### config.mk
export PLATFORM = sky130hd
export DESIGN_NAME = byte_core
export DESIGN_NICKNAME = d
export VERILOG_FILES = /design/src/rtl/bc_pkg.sv /design/src/rtl/bc_decode.sv /design/src/rtl/bc_alu.sv /design/src/rtl/bc_regs.sv /design/src/rtl/bc_io.sv /design/src/rtl/byte_core.sv
export SDC_FILE = /design/constraint.sdc
export NUM_CORES = 2
export LEC_CHECK = 0
export BUFFER_PORTS_ARGS = -buffer_cell sky130_fd_sc_hd__buf_4
export CORE_ASPECT_RATIO = 1.75
export CORE_UTILIZATION = 57
export CTS_BUF_LIST = sky130_fd_sc_hd__clkbuf_16
export DETAILED_ROUTE_END_ITERATION = 10
export GPL_TIMING_DRIVEN = 0
export PLACE_DENSITY = 0.76
export SYNTH_ARGS = -nofsm -noshare
export SYNTH_HDL_FRONTEND = slang
export SYNTH_SLANG_ARGS = --single-unit
### constraint.sdc
create_clock -name clk -period 7.4 [get_ports clk]
set_input_delay 1.11 -clock clk [delete_from_list [all_inputs] [get_ports clk]]
set_output_delay 1.11 -clock clk [all_outputs]
set_load 0.005 [all_outputs]
### src/rtl/bc_pkg.sv
package bc_pkg;
  localparam int DATA_W  = 8;
  localparam int WORD_W  = 16;
  localparam int NREG    = 32;
  localparam int RIDX_W  = $clog2(NREG);
  localparam int JOFF_W  = 12;

  localparam logic [3:0] OPC_COPY = 4'h1;
  localparam logic [3:0] OPC_OR   = 4'h2;
  localparam logic [3:0] OPC_AND  = 4'h3;
  localparam logic [3:0] OPC_ADD  = 4'h4;
  localparam logic [3:0] OPC_SUB  = 4'h5;
  localparam logic [3:0] OPC_MUL  = 4'h6;
  localparam logic [3:0] OPC_UNA  = 4'h7;
  localparam logic [3:0] OPC_IMM  = 4'h8;
  localparam logic [3:0] OPC_LDD  = 4'h9;
  localparam logic [3:0] OPC_STD  = 4'hA;
  localparam logic [3:0] OPC_OUT  = 4'hB;
  localparam logic [3:0] OPC_SETB = 4'hC;
  localparam logic [3:0] OPC_JMP  = 4'hD;

  typedef enum logic [2:0] {
    ST_FETCH, ST_LATCH, ST_EXEC, ST_FETCH2, ST_LATCH2, ST_MEM, ST_LOADWB
  } state_e;

  typedef enum logic [3:0] {
    AL_COPY, AL_OR, AL_AND, AL_ADD, AL_SUB, AL_INC, AL_LSL, AL_NEG, AL_MUL
  } alu_op_e;

  typedef enum logic [2:0] {
    K_NOP, K_ALU, K_LDI, K_LDD, K_STD, K_OUT, K_SETB, K_JMP
  } kind_e;

  typedef struct packed {
    kind_e               kind;
    alu_op_e             aop;
    logic [RIDX_W-1:0]   rd;
    logic [RIDX_W-1:0]   rr;
    logic [5:0]          io_a;
    logic [2:0]          bitsel;
    logic [DATA_W-1:0]   imm;
    logic [JOFF_W-1:0]   off;
  } dec_t;

  function automatic logic is_two_word(input logic [WORD_W-1:0] w);
    return (w[15:12] == OPC_LDD) || (w[15:12] == OPC_STD);
  endfunction
endpackage

### src/rtl/bc_decode.sv
module bc_decode
  import bc_pkg::*;
(
  input  logic [WORD_W-1:0] ir,
  output dec_t              dec
);
  always_comb begin
    dec        = '0;
    dec.kind   = K_NOP;
    dec.aop    = AL_COPY;
    dec.rd     = ir[11:7];
    dec.rr     = ir[6:2];
    dec.imm    = ir[7:0];
    dec.off    = ir[11:0];
    dec.bitsel = ir[2:0];
    dec.io_a   = ir[5:0];
    case (ir[15:12])
      OPC_COPY: begin dec.kind = K_ALU; dec.aop = AL_COPY; end
      OPC_OR:   begin dec.kind = K_ALU; dec.aop = AL_OR;   end
      OPC_AND:  begin dec.kind = K_ALU; dec.aop = AL_AND;  end
      OPC_ADD:  begin dec.kind = K_ALU; dec.aop = AL_ADD;  end
      OPC_SUB:  begin dec.kind = K_ALU; dec.aop = AL_SUB;  end
      OPC_MUL:  begin dec.kind = K_ALU; dec.aop = AL_MUL;  end
      OPC_UNA: begin
        case (ir[1:0])
          2'd0:    begin dec.kind = K_ALU; dec.aop = AL_INC; end
          2'd1:    begin dec.kind = K_ALU; dec.aop = AL_LSL; end
          2'd2:    begin dec.kind = K_ALU; dec.aop = AL_NEG; end
          default: dec.kind = K_NOP;
        endcase
      end
      OPC_IMM: begin
        dec.kind = K_LDI;
        dec.rd   = {1'b1, ir[11:8]};
      end
      OPC_LDD: dec.kind = K_LDD;
      OPC_STD: begin dec.kind = K_STD; dec.rr = ir[11:7]; end
      OPC_OUT: begin dec.kind = K_OUT; dec.rr = ir[11:7]; end
      OPC_SETB: begin
        dec.kind = K_SETB;
        dec.io_a = {1'b0, ir[11:7]};
      end
      OPC_JMP: dec.kind = K_JMP;
      default: dec.kind = K_NOP;
    endcase
  end
endmodule

### src/rtl/bc_alu.sv
module bc_alu
  import bc_pkg::*;
(
  input  alu_op_e             op,
  input  logic [DATA_W-1:0]   a,
  input  logic [DATA_W-1:0]   b,
  output logic [DATA_W-1:0]   res,
  output logic [2*DATA_W-1:0] prod
);
  always_comb begin
    prod = {{DATA_W{1'b0}}, a} * {{DATA_W{1'b0}}, b};
    case (op)
      AL_COPY: res = b;
      AL_OR:   res = a | b;
      AL_AND:  res = a & b;
      AL_ADD:  res = a + b;
      AL_SUB:  res = a - b;
      AL_INC:  res = a + DATA_W'(1);
      AL_LSL:  res = {a[DATA_W-2:0], 1'b0};
      AL_NEG:  res = DATA_W'(0) - a;
      AL_MUL:  res = prod[DATA_W-1:0];
      default: res = a;
    endcase
  end
endmodule

### src/rtl/bc_regs.sv
module bc_regs
  import bc_pkg::*;
#(
  parameter int N  = NREG,
  parameter int AW = $clog2(N)
) (
  input  logic              clk,
  input  logic [AW-1:0]     ra_a,
  input  logic [AW-1:0]     ra_b,
  output logic [DATA_W-1:0] rd_a,
  output logic [DATA_W-1:0] rd_b,
  input  logic              we,
  input  logic [AW-1:0]     wa,
  input  logic [DATA_W-1:0] wd,
  input  logic              we_hi,
  input  logic [DATA_W-1:0] wd_hi
);
  logic [DATA_W-1:0] mem [N];

  always_ff @(posedge clk) begin
    if (we)    mem[wa]      <= wd;
    if (we_hi) mem[AW'(1)]  <= wd_hi;
  end

  assign rd_a = mem[ra_a];
  assign rd_b = mem[ra_b];
endmodule

### src/rtl/bc_io.sv
module bc_io
  import bc_pkg::*;
#(
  parameter int DEPTH = 64,
  parameter int AW    = $clog2(DEPTH)
) (
  input  logic              clk,
  input  logic              rst,
  input  logic              we,
  input  logic [AW-1:0]     wa,
  input  logic [DATA_W-1:0] wd,
  input  logic [AW-1:0]     ra,
  output logic [DATA_W-1:0] rd
);
  logic [DATA_W-1:0] regs [DEPTH];

  always_ff @(posedge clk) begin
    if (rst) begin
      for (int i = 0; i < DEPTH; i++) regs[i] <= '0;
    end else if (we) begin
      regs[wa] <= wd;
    end
  end

  assign rd = regs[ra];
endmodule

### src/rtl/byte_core.sv
module byte_core
  import bc_pkg::*;
#(
  parameter int PC_W  = 10,
  parameter int DA_W  = 16,
  parameter int IO_N  = 64,
  parameter int IO_AW = $clog2(IO_N)
) (
  input  logic               clk,
  input  logic               rst,
  output logic [PC_W-1:0]    imem_addr,
  input  logic [WORD_W-1:0]  imem_data,
  output logic [DA_W-1:0]    dmem_addr,
  output logic               dmem_we,
  output logic [DATA_W-1:0]  dmem_wdata,
  input  logic [DATA_W-1:0]  dmem_rdata,
  output logic               io_we,
  output logic [IO_AW-1:0]   io_addr,
  output logic [DATA_W-1:0]  io_wdata
);
  localparam int OFF_EXT = (PC_W > JOFF_W) ? PC_W : JOFF_W;

  state_e              state_q;
  logic [PC_W-1:0]     pc_q;
  logic [WORD_W-1:0]   ir_q;
  dec_t                dec;

  logic [DATA_W-1:0]   rf_a, rf_b, alu_res, io_rd;
  logic [2*DATA_W-1:0] prod;
  logic                rf_we, rf_we_hi, io_we_c;
  logic [RIDX_W-1:0]   rf_wa;
  logic [DATA_W-1:0]   rf_wd, io_wd_c;
  logic [OFF_EXT-1:0]  off_ext;
  logic [PC_W-1:0]     pc_inc, pc_jump;

  logic [DA_W-1:0]     dmem_addr_q;
  logic                dmem_we_q;
  logic [DATA_W-1:0]   dmem_wdata_q;
  logic                io_we_q;
  logic [IO_AW-1:0]    io_addr_q;
  logic [DATA_W-1:0]   io_wdata_q;

  bc_decode u_dec (.ir(ir_q), .dec(dec));

  bc_alu u_alu (.op(dec.aop), .a(rf_a), .b(rf_b), .res(alu_res), .prod(prod));

  bc_regs #(.N(NREG)) u_regs (
    .clk(clk), .ra_a(dec.rd), .ra_b(dec.rr), .rd_a(rf_a), .rd_b(rf_b),
    .we(rf_we), .wa(rf_wa), .wd(rf_wd), .we_hi(rf_we_hi), .wd_hi(prod[2*DATA_W-1:DATA_W])
  );

  bc_io #(.DEPTH(IO_N), .AW(IO_AW)) u_io (
    .clk(clk), .rst(rst), .we(io_we_c), .wa(IO_AW'(dec.io_a)), .wd(io_wd_c),
    .ra(IO_AW'(dec.io_a)), .rd(io_rd)
  );

  assign off_ext = OFF_EXT'($signed(dec.off));
  assign pc_inc  = pc_q + PC_W'(1);
  assign pc_jump = pc_inc + off_ext[PC_W-1:0];

  always_comb begin
    rf_we    = 1'b0;
    rf_we_hi = 1'b0;
    rf_wa    = dec.rd;
    rf_wd    = alu_res;
    io_we_c  = 1'b0;
    io_wd_c  = rf_b;
    if (state_q == ST_EXEC) begin
      case (dec.kind)
        K_ALU: begin
          rf_we = 1'b1;
          if (dec.aop == AL_MUL) begin
            rf_wa    = '0;
            rf_wd    = prod[DATA_W-1:0];
            rf_we_hi = 1'b1;
          end
        end
        K_LDI: begin
          rf_we = 1'b1;
          rf_wd = dec.imm;
        end
        K_OUT: io_we_c = 1'b1;
        K_SETB: begin
          io_we_c = 1'b1;
          io_wd_c = io_rd | (DATA_W'(1) << dec.bitsel);
        end
        default: ;
      endcase
    end else if (state_q == ST_LOADWB) begin
      rf_we = 1'b1;
      rf_wd = dmem_rdata;
    end
  end

  always_ff @(posedge clk) begin
    if (rst) begin
      state_q      <= ST_FETCH;
      pc_q         <= '0;
      ir_q         <= '0;
      dmem_addr_q  <= '0;
      dmem_we_q    <= 1'b0;
      dmem_wdata_q <= '0;
      io_we_q      <= 1'b0;
      io_addr_q    <= '0;
      io_wdata_q   <= '0;
    end else begin
      dmem_we_q <= 1'b0;
      io_we_q   <= 1'b0;
      case (state_q)
        ST_FETCH: state_q <= ST_LATCH;
        ST_LATCH: begin
          ir_q <= imem_data;
          if (is_two_word(imem_data)) begin
            pc_q    <= pc_inc;
            state_q <= ST_FETCH2;
          end else begin
            state_q <= ST_EXEC;
          end
        end
        ST_EXEC: begin
          pc_q       <= (dec.kind == K_JMP) ? pc_jump : pc_inc;
          io_we_q    <= io_we_c;
          io_addr_q  <= IO_AW'(dec.io_a);
          io_wdata_q <= io_wd_c;
          state_q    <= ST_FETCH;
        end
        ST_FETCH2: state_q <= ST_LATCH2;
        ST_LATCH2: begin
          pc_q        <= pc_inc;
          dmem_addr_q <= DA_W'(imem_data);
          if (dec.kind == K_STD) begin
            dmem_we_q    <= 1'b1;
            dmem_wdata_q <= rf_b;
          end
          state_q <= ST_MEM;
        end
        ST_MEM:    state_q <= (dec.kind == K_LDD) ? ST_LOADWB : ST_FETCH;
        ST_LOADWB: state_q <= ST_FETCH;
        default:   state_q <= ST_FETCH;
      endcase
    end
  end

  assign imem_addr  = pc_q;
  assign dmem_addr  = dmem_addr_q;
  assign dmem_we    = dmem_we_q;
  assign dmem_wdata = dmem_wdata_q;
  assign io_we      = io_we_q;
  assign io_addr    = io_addr_q;
  assign io_wdata   = io_wdata_q;
endmodule

==> results of run 1 <==
## synthesized netlist by cell type, drive strengths merged, types with 38 or more instances
master / number / area (µm²)
nand4: 55 / 344
nand2: 296 / 1110
buf: 160 / 907
a22oi: 150 / 1130
nor3: 57 / 322
o21ai: 66 / 334
a21oi: 108 / 544
nand2b: 70 / 438
nor2: 477 / 1800
mux2i: 325 / 3260
fa: 38 / 761
inv: 89 / 334
mux2: 40 / 450
dfxtp: 69 / 1380
ha: 60 / 751
edfxtp: 560 / 16800
clkbuf: 98 / 369
nand3: 199 / 996
## layer usage
metal  GRT overflow  GRT usage, %
met1              0          57.0
met2             64          84.9
met3              5          30.4
met4             47          65.1
met5              0          4.71
## kinds of logic after synthesis
logic type	share of synthesized area, %
simple gates	16.2
flops	51.1
compound gates	11.5
mux	11.5
buf+inv	4.55
fa+ha+maj	4.24
xor+xnor	0.906
## per-stage QoR
| stage | cell area [µm²] | worst slack [ps] | std cells | setup TNS [ps] |
|---|---|---|---|---|
| floorplan | 35600 | 359 | 3326 | 0 |
| global placement | 37200 | -4310 | 4194 | -555360 |
| detailed placement | 37900 | -2910 | 4229 | -341520 |
| CTS | 40600 | 8.04 | 4360 | 0 |
## repair_timing
| action | CTS |
|---|---|
| endpoints found under the setup margin | 225 |
| resized for setup | 208 |
| pin swaps | 18 |
| setup buffers | 31 |
| cloned | 2 |
==> impl_metrics.tcl, run 1 <==
set metrics [dict create \
    num_rows 120 \
    overflow 116 \
    grt_start_max_net_pins 33 \
    start_util_pct 57.9 \
    synth_cell_type_count 99 \
    synth-seq-cells 629 \
    ios 76 \
    die_y_um 333 \
    grt_pass1_wl_um 263000 \
    synthArstFlopShare_pct 0 \
    grt_pass1_vias 34500 \
    clkSinkCount 629 \
    syn_avg_cell_area_um2 10.7 \
    htree_levels 2 \
    synth_edf_count 560 \
    gp_congestion 1.22 \
    ys.flop_type "edfxtp_1" \
    die_x_um 191 \
    yosysWarnings 0 \
    haltStage "global routing (5_1_grt)" \
    cts_buffers 56 \
    hold_buffers 0 \
    error "[ERROR GRT-0116] Global routing finished with congestion. Check the congestion regions in the DRC Viewer." \
    seq_area_frac_synth_pct 51.1 \
    io_buffers 75 \
    root_buffer "clkbuf_16" \
    place_hpwl_um 125000 \
    synth_area_mm2 0.0356 \
    status "aborted with a tool error" \
    synthCells 3326 \
    syn_nets 3450 \
    grt_use_total_pct 59.1 \
    clock_path_buffers 3 \
]
==> inputs of run 2 (changes only) <==
--- a/config.mk
+++ b/config.mk
@@ -6,12 +6,10 @@
 export NUM_CORES = 2
 export LEC_CHECK = 0
 export BUFFER_PORTS_ARGS = -buffer_cell sky130_fd_sc_hd__buf_4
-export CORE_ASPECT_RATIO = 1.75
-export CORE_UTILIZATION = 57
-export CTS_BUF_LIST = sky130_fd_sc_hd__clkbuf_16
+export CORE_UTILIZATION = 40
 export DETAILED_ROUTE_END_ITERATION = 10
 export GPL_TIMING_DRIVEN = 0
-export PLACE_DENSITY = 0.76
+export PLACE_DENSITY_LB_ADDON = 0.15
 export SYNTH_ARGS = -nofsm -noshare
 export SYNTH_HDL_FRONTEND = slang
 export SYNTH_SLANG_ARGS = --single-unit
==> constraint.sdc (replaced) <==
create_clock -name clk -period 9.62 [get_ports clk]
set_input_delay 1.443 -clock clk [delete_from_list [all_inputs] [get_ports clk]]
set_output_delay 1.443 -clock clk [all_outputs]
set_load 0.005 [all_outputs]
==> impl_metrics.tcl, run 2 <==
set metrics [dict create \
    synth_cell_type_count 99 \
    die_y_um 300 \
    period_needed_ps 9630 \
    overflow 0 \
    drive_gt1_share_pct 14.4 \
    ant_nets 0 \
    layout.nets 3647 \
    seq_area_frac_synth_pct 51.1 \
    yosysWarnings 0 \
    setup_viol 9 \
    htree_levels 3 \
    p_int_mw 6.03 \
    path_clk_slew_ps 60 \
    syn_nets 3450 \
    fin_hold_ws_ps 459 \
    max-cap-violations 6 \
    cp_data_arrival_time_ps 9940 \
    max_freq_mhz 104 \
    design_area_mm2 0.0411 \
    mostFrequentLayoutCell "edfxtp_1" \
    grt_pass1_wl_um 216000 \
    die_x_um 300 \
    final_cells 4751 \
    synth_common_cells "560 x edfxtp_1, 476 x nor2_1, 324 x mux2i_1" \
    synth_area_mm2 0.0356 \
    synth.area.top_cells "edfxtp_1 47%, mux2i_1 9.1%, nor2_1 5.0%" \
    swShare_pct 35.4 \
    area_growth_pct 15.5 \
    multi_input_area_mm2 0.0160 \
    netlist.area_leader.share_pct 47.2 \
    fillerInstances 8294 \
    hold_viol_final 0 \
    synthArstFlopShare_pct 0 \
    p_comb_share_pct 33.1 \
    antenna_found_initial 2 \
    synth-seq-cells 629 \
    vias 30200 \
    seqPwrFrac_pct 34.0 \
    grt_use_total_pct 34.0 \
    start_util_pct 40.4 \
    routed_wl_um 156000 \
    hold_buffers 0 \
    ios 76 \
    root_buffer "clkbuf_16" \
    fin_skew_ps 44.1 \
    setup_ws_ps -8.69 \
    synth.most_common_cell "edfxtp_1" \
    p_sw_mw 3.30 \
    violations "max-capacitance violations, max-slew violations, negative setup slack" \
    final_cell_mix "560 x edfxtp_1, 446 x nor2_1, 319 x mux2i_1" \
    post-route-util_pct 46.6 \
    largest_reg_flops 304 \
    synth_edf_count 560 \
    power.density_mw_per_mm2 227 \
    tritoncts "yes" \
    leakagePower_nw 14.3 \
    vias_per_cell 6.37 \
    peakVddDrop_uv 388 \
    cp_max_fo 15 \
    timing.final.crit_share_pct 100 \
    synthCells 3326 \
    slew_headroom_pct -7.12 \
    place_hpwl_um 111000 \
    core-area_mm2 0.0882 \
    regMostFlops "u_io.regs" \
    crit_required_ps 9930 \
    clock_path_buffers 3 \
    min_path_type "flop to flop" \
    grt_pass1_vias 28300 \
    drtPass1Iterations 6 \
    grt_start_max_net_pins 33 \
    cts_buffers 76 \
    insertion_delay_ps 670 \
    worst_slew_pin_slew_ps 1600 \
    die_area_mm2 0.0903 \
    drc 0 \
    synth_top_area_cell "edfxtp_1" \
    start_kind "flop" \
    gp_congestion 1.02 \
    dp_cells 4604 \
    slew_viol_final 46 \
    seqCellArea_mm2 0.0182 \
    pwr-share-clk_pct 32.9 \
    io_buffers 75 \
    critPathCaptureType "flop" \
    crit_type "flop to flop" \
    status "finished with violations" \
    drtIter0Drc 4061 \
    rsz0062_at_grt "no" \
    reg_top3 "u_io.regs: 304 flops, u_regs.mem: 256 flops" \
    num_rows 109 \
    syn_avg_cell_area_um2 10.7 \
    ys.flop_type "edfxtp_1" \
    dpl-instance-area_mm2 0.0384 \
    routed_wire_length_per_instance_um 32.9 \
    clkSinkCount 629 \
]
[run 2: cell counts after synthesis]
No cell type changed its count.
[run 2: final timing paths]
path	startpoint	to	slack [ps]	cells after the start
max	ir_q[9]	u_regs.mem[12][7]	-9	27
min reg2reg	dmem_addr[3]	dmem_addr[3]	460	2
max reg2reg	ir_q[9]	u_regs.mem[12][7]	-9	27
min	dmem_addr[3]	dmem_addr[3]	460	2
[run 2: metal layers]
layer  up-vias  part of all wire, %  track usage, %
met2      1994                   44            51.3
met3       459                   10            7.19
met1     15000                   39            44.5
met5         -               0.0083               0
met4         2                  7.4            21.5
li1      12800                    -               -
[run 2: metrics by stage]
stage	setup TNS [ps]	power, mW	setup WS, ps
floorplan	0	5.16	2580
global placement	-206020	6.20	-3060
detailed placement	-7580	6.24	-245
CTS	0	9.30	93.5
global route	0	9.70	55.5
finish	-69.8	9.34	-8.69
[run 2: layout make-up]
class                   instances  share of cell area, %
diodes                          1                0.00608
plain buffers                 257                   3.12
clock buffers                  97                   4.99
clock inverters                43                   1.37
inverters                      91                  0.852
multi-input cells            2348                   38.9
flip-flops and latches        629                   44.2
well taps                    1165                   3.54
repair buffers                119                   2.95
repair inverters                1                 0.0182
[run 2: cell families after synthesis]
| group | synth area share [%] |
|---|---|
| buffers and inverters | 4.55 |
| AND/OR/NAND/NOR | 16.2 |
| adder cells (fa/ha/maj) | 4.24 |
| multiplexers | 11.5 |
| AO/OA/AOI/OAI | 11.5 |
| flip-flops | 51.1 |
| XOR/XNOR | 0.906 |
[run 2: timing repair]
action | 4_1_cts | 5_1_grt
endpoints found under the setup margin | 32 | 32
pin swaps | 0 | 2
buffers inserted | 0 | 6
resized for setup | 9 | 6
cloned | 1 | 0
[run 2: power groups by stage]
stage,sequential (mW),combinational [mW],clock (mW)
5_1_grt,3.18,3.33,3.19
3_3_place_gp,3.24,2.96,0
3_5_place_dp,3.23,3.00,0
4_1_cts,3.17,3.04,3.09
2_1_floorplan,3.22,1.94,0
6_report,3.17,3.09,3.07
[run 2: critical path: stages, from the launching register on]
cell	delay (ps)
dfxtp_1	410
buf_2	300
buf_6	230
buf_6	180
buf_4	290
mux2i_1	450
nor3_2	1370
a22oi_1	270
nand4_1	510
clkbuf_1	670
inv_1	320
nor2_1	170
ha_1	250
ha_1	290
fa_1	490
inv_1	50
fa_1	480
inv_1	50
ha_1	300
inv_1	60
o21bai_1	180
and2_1	200
nor3_1	80
a2111oi_0	430
o2111ai_1	170
nor3_1	170
a31o_1	460
clkinvlp_4	410
Note: power is estimated with default switching activity, not from simulation.
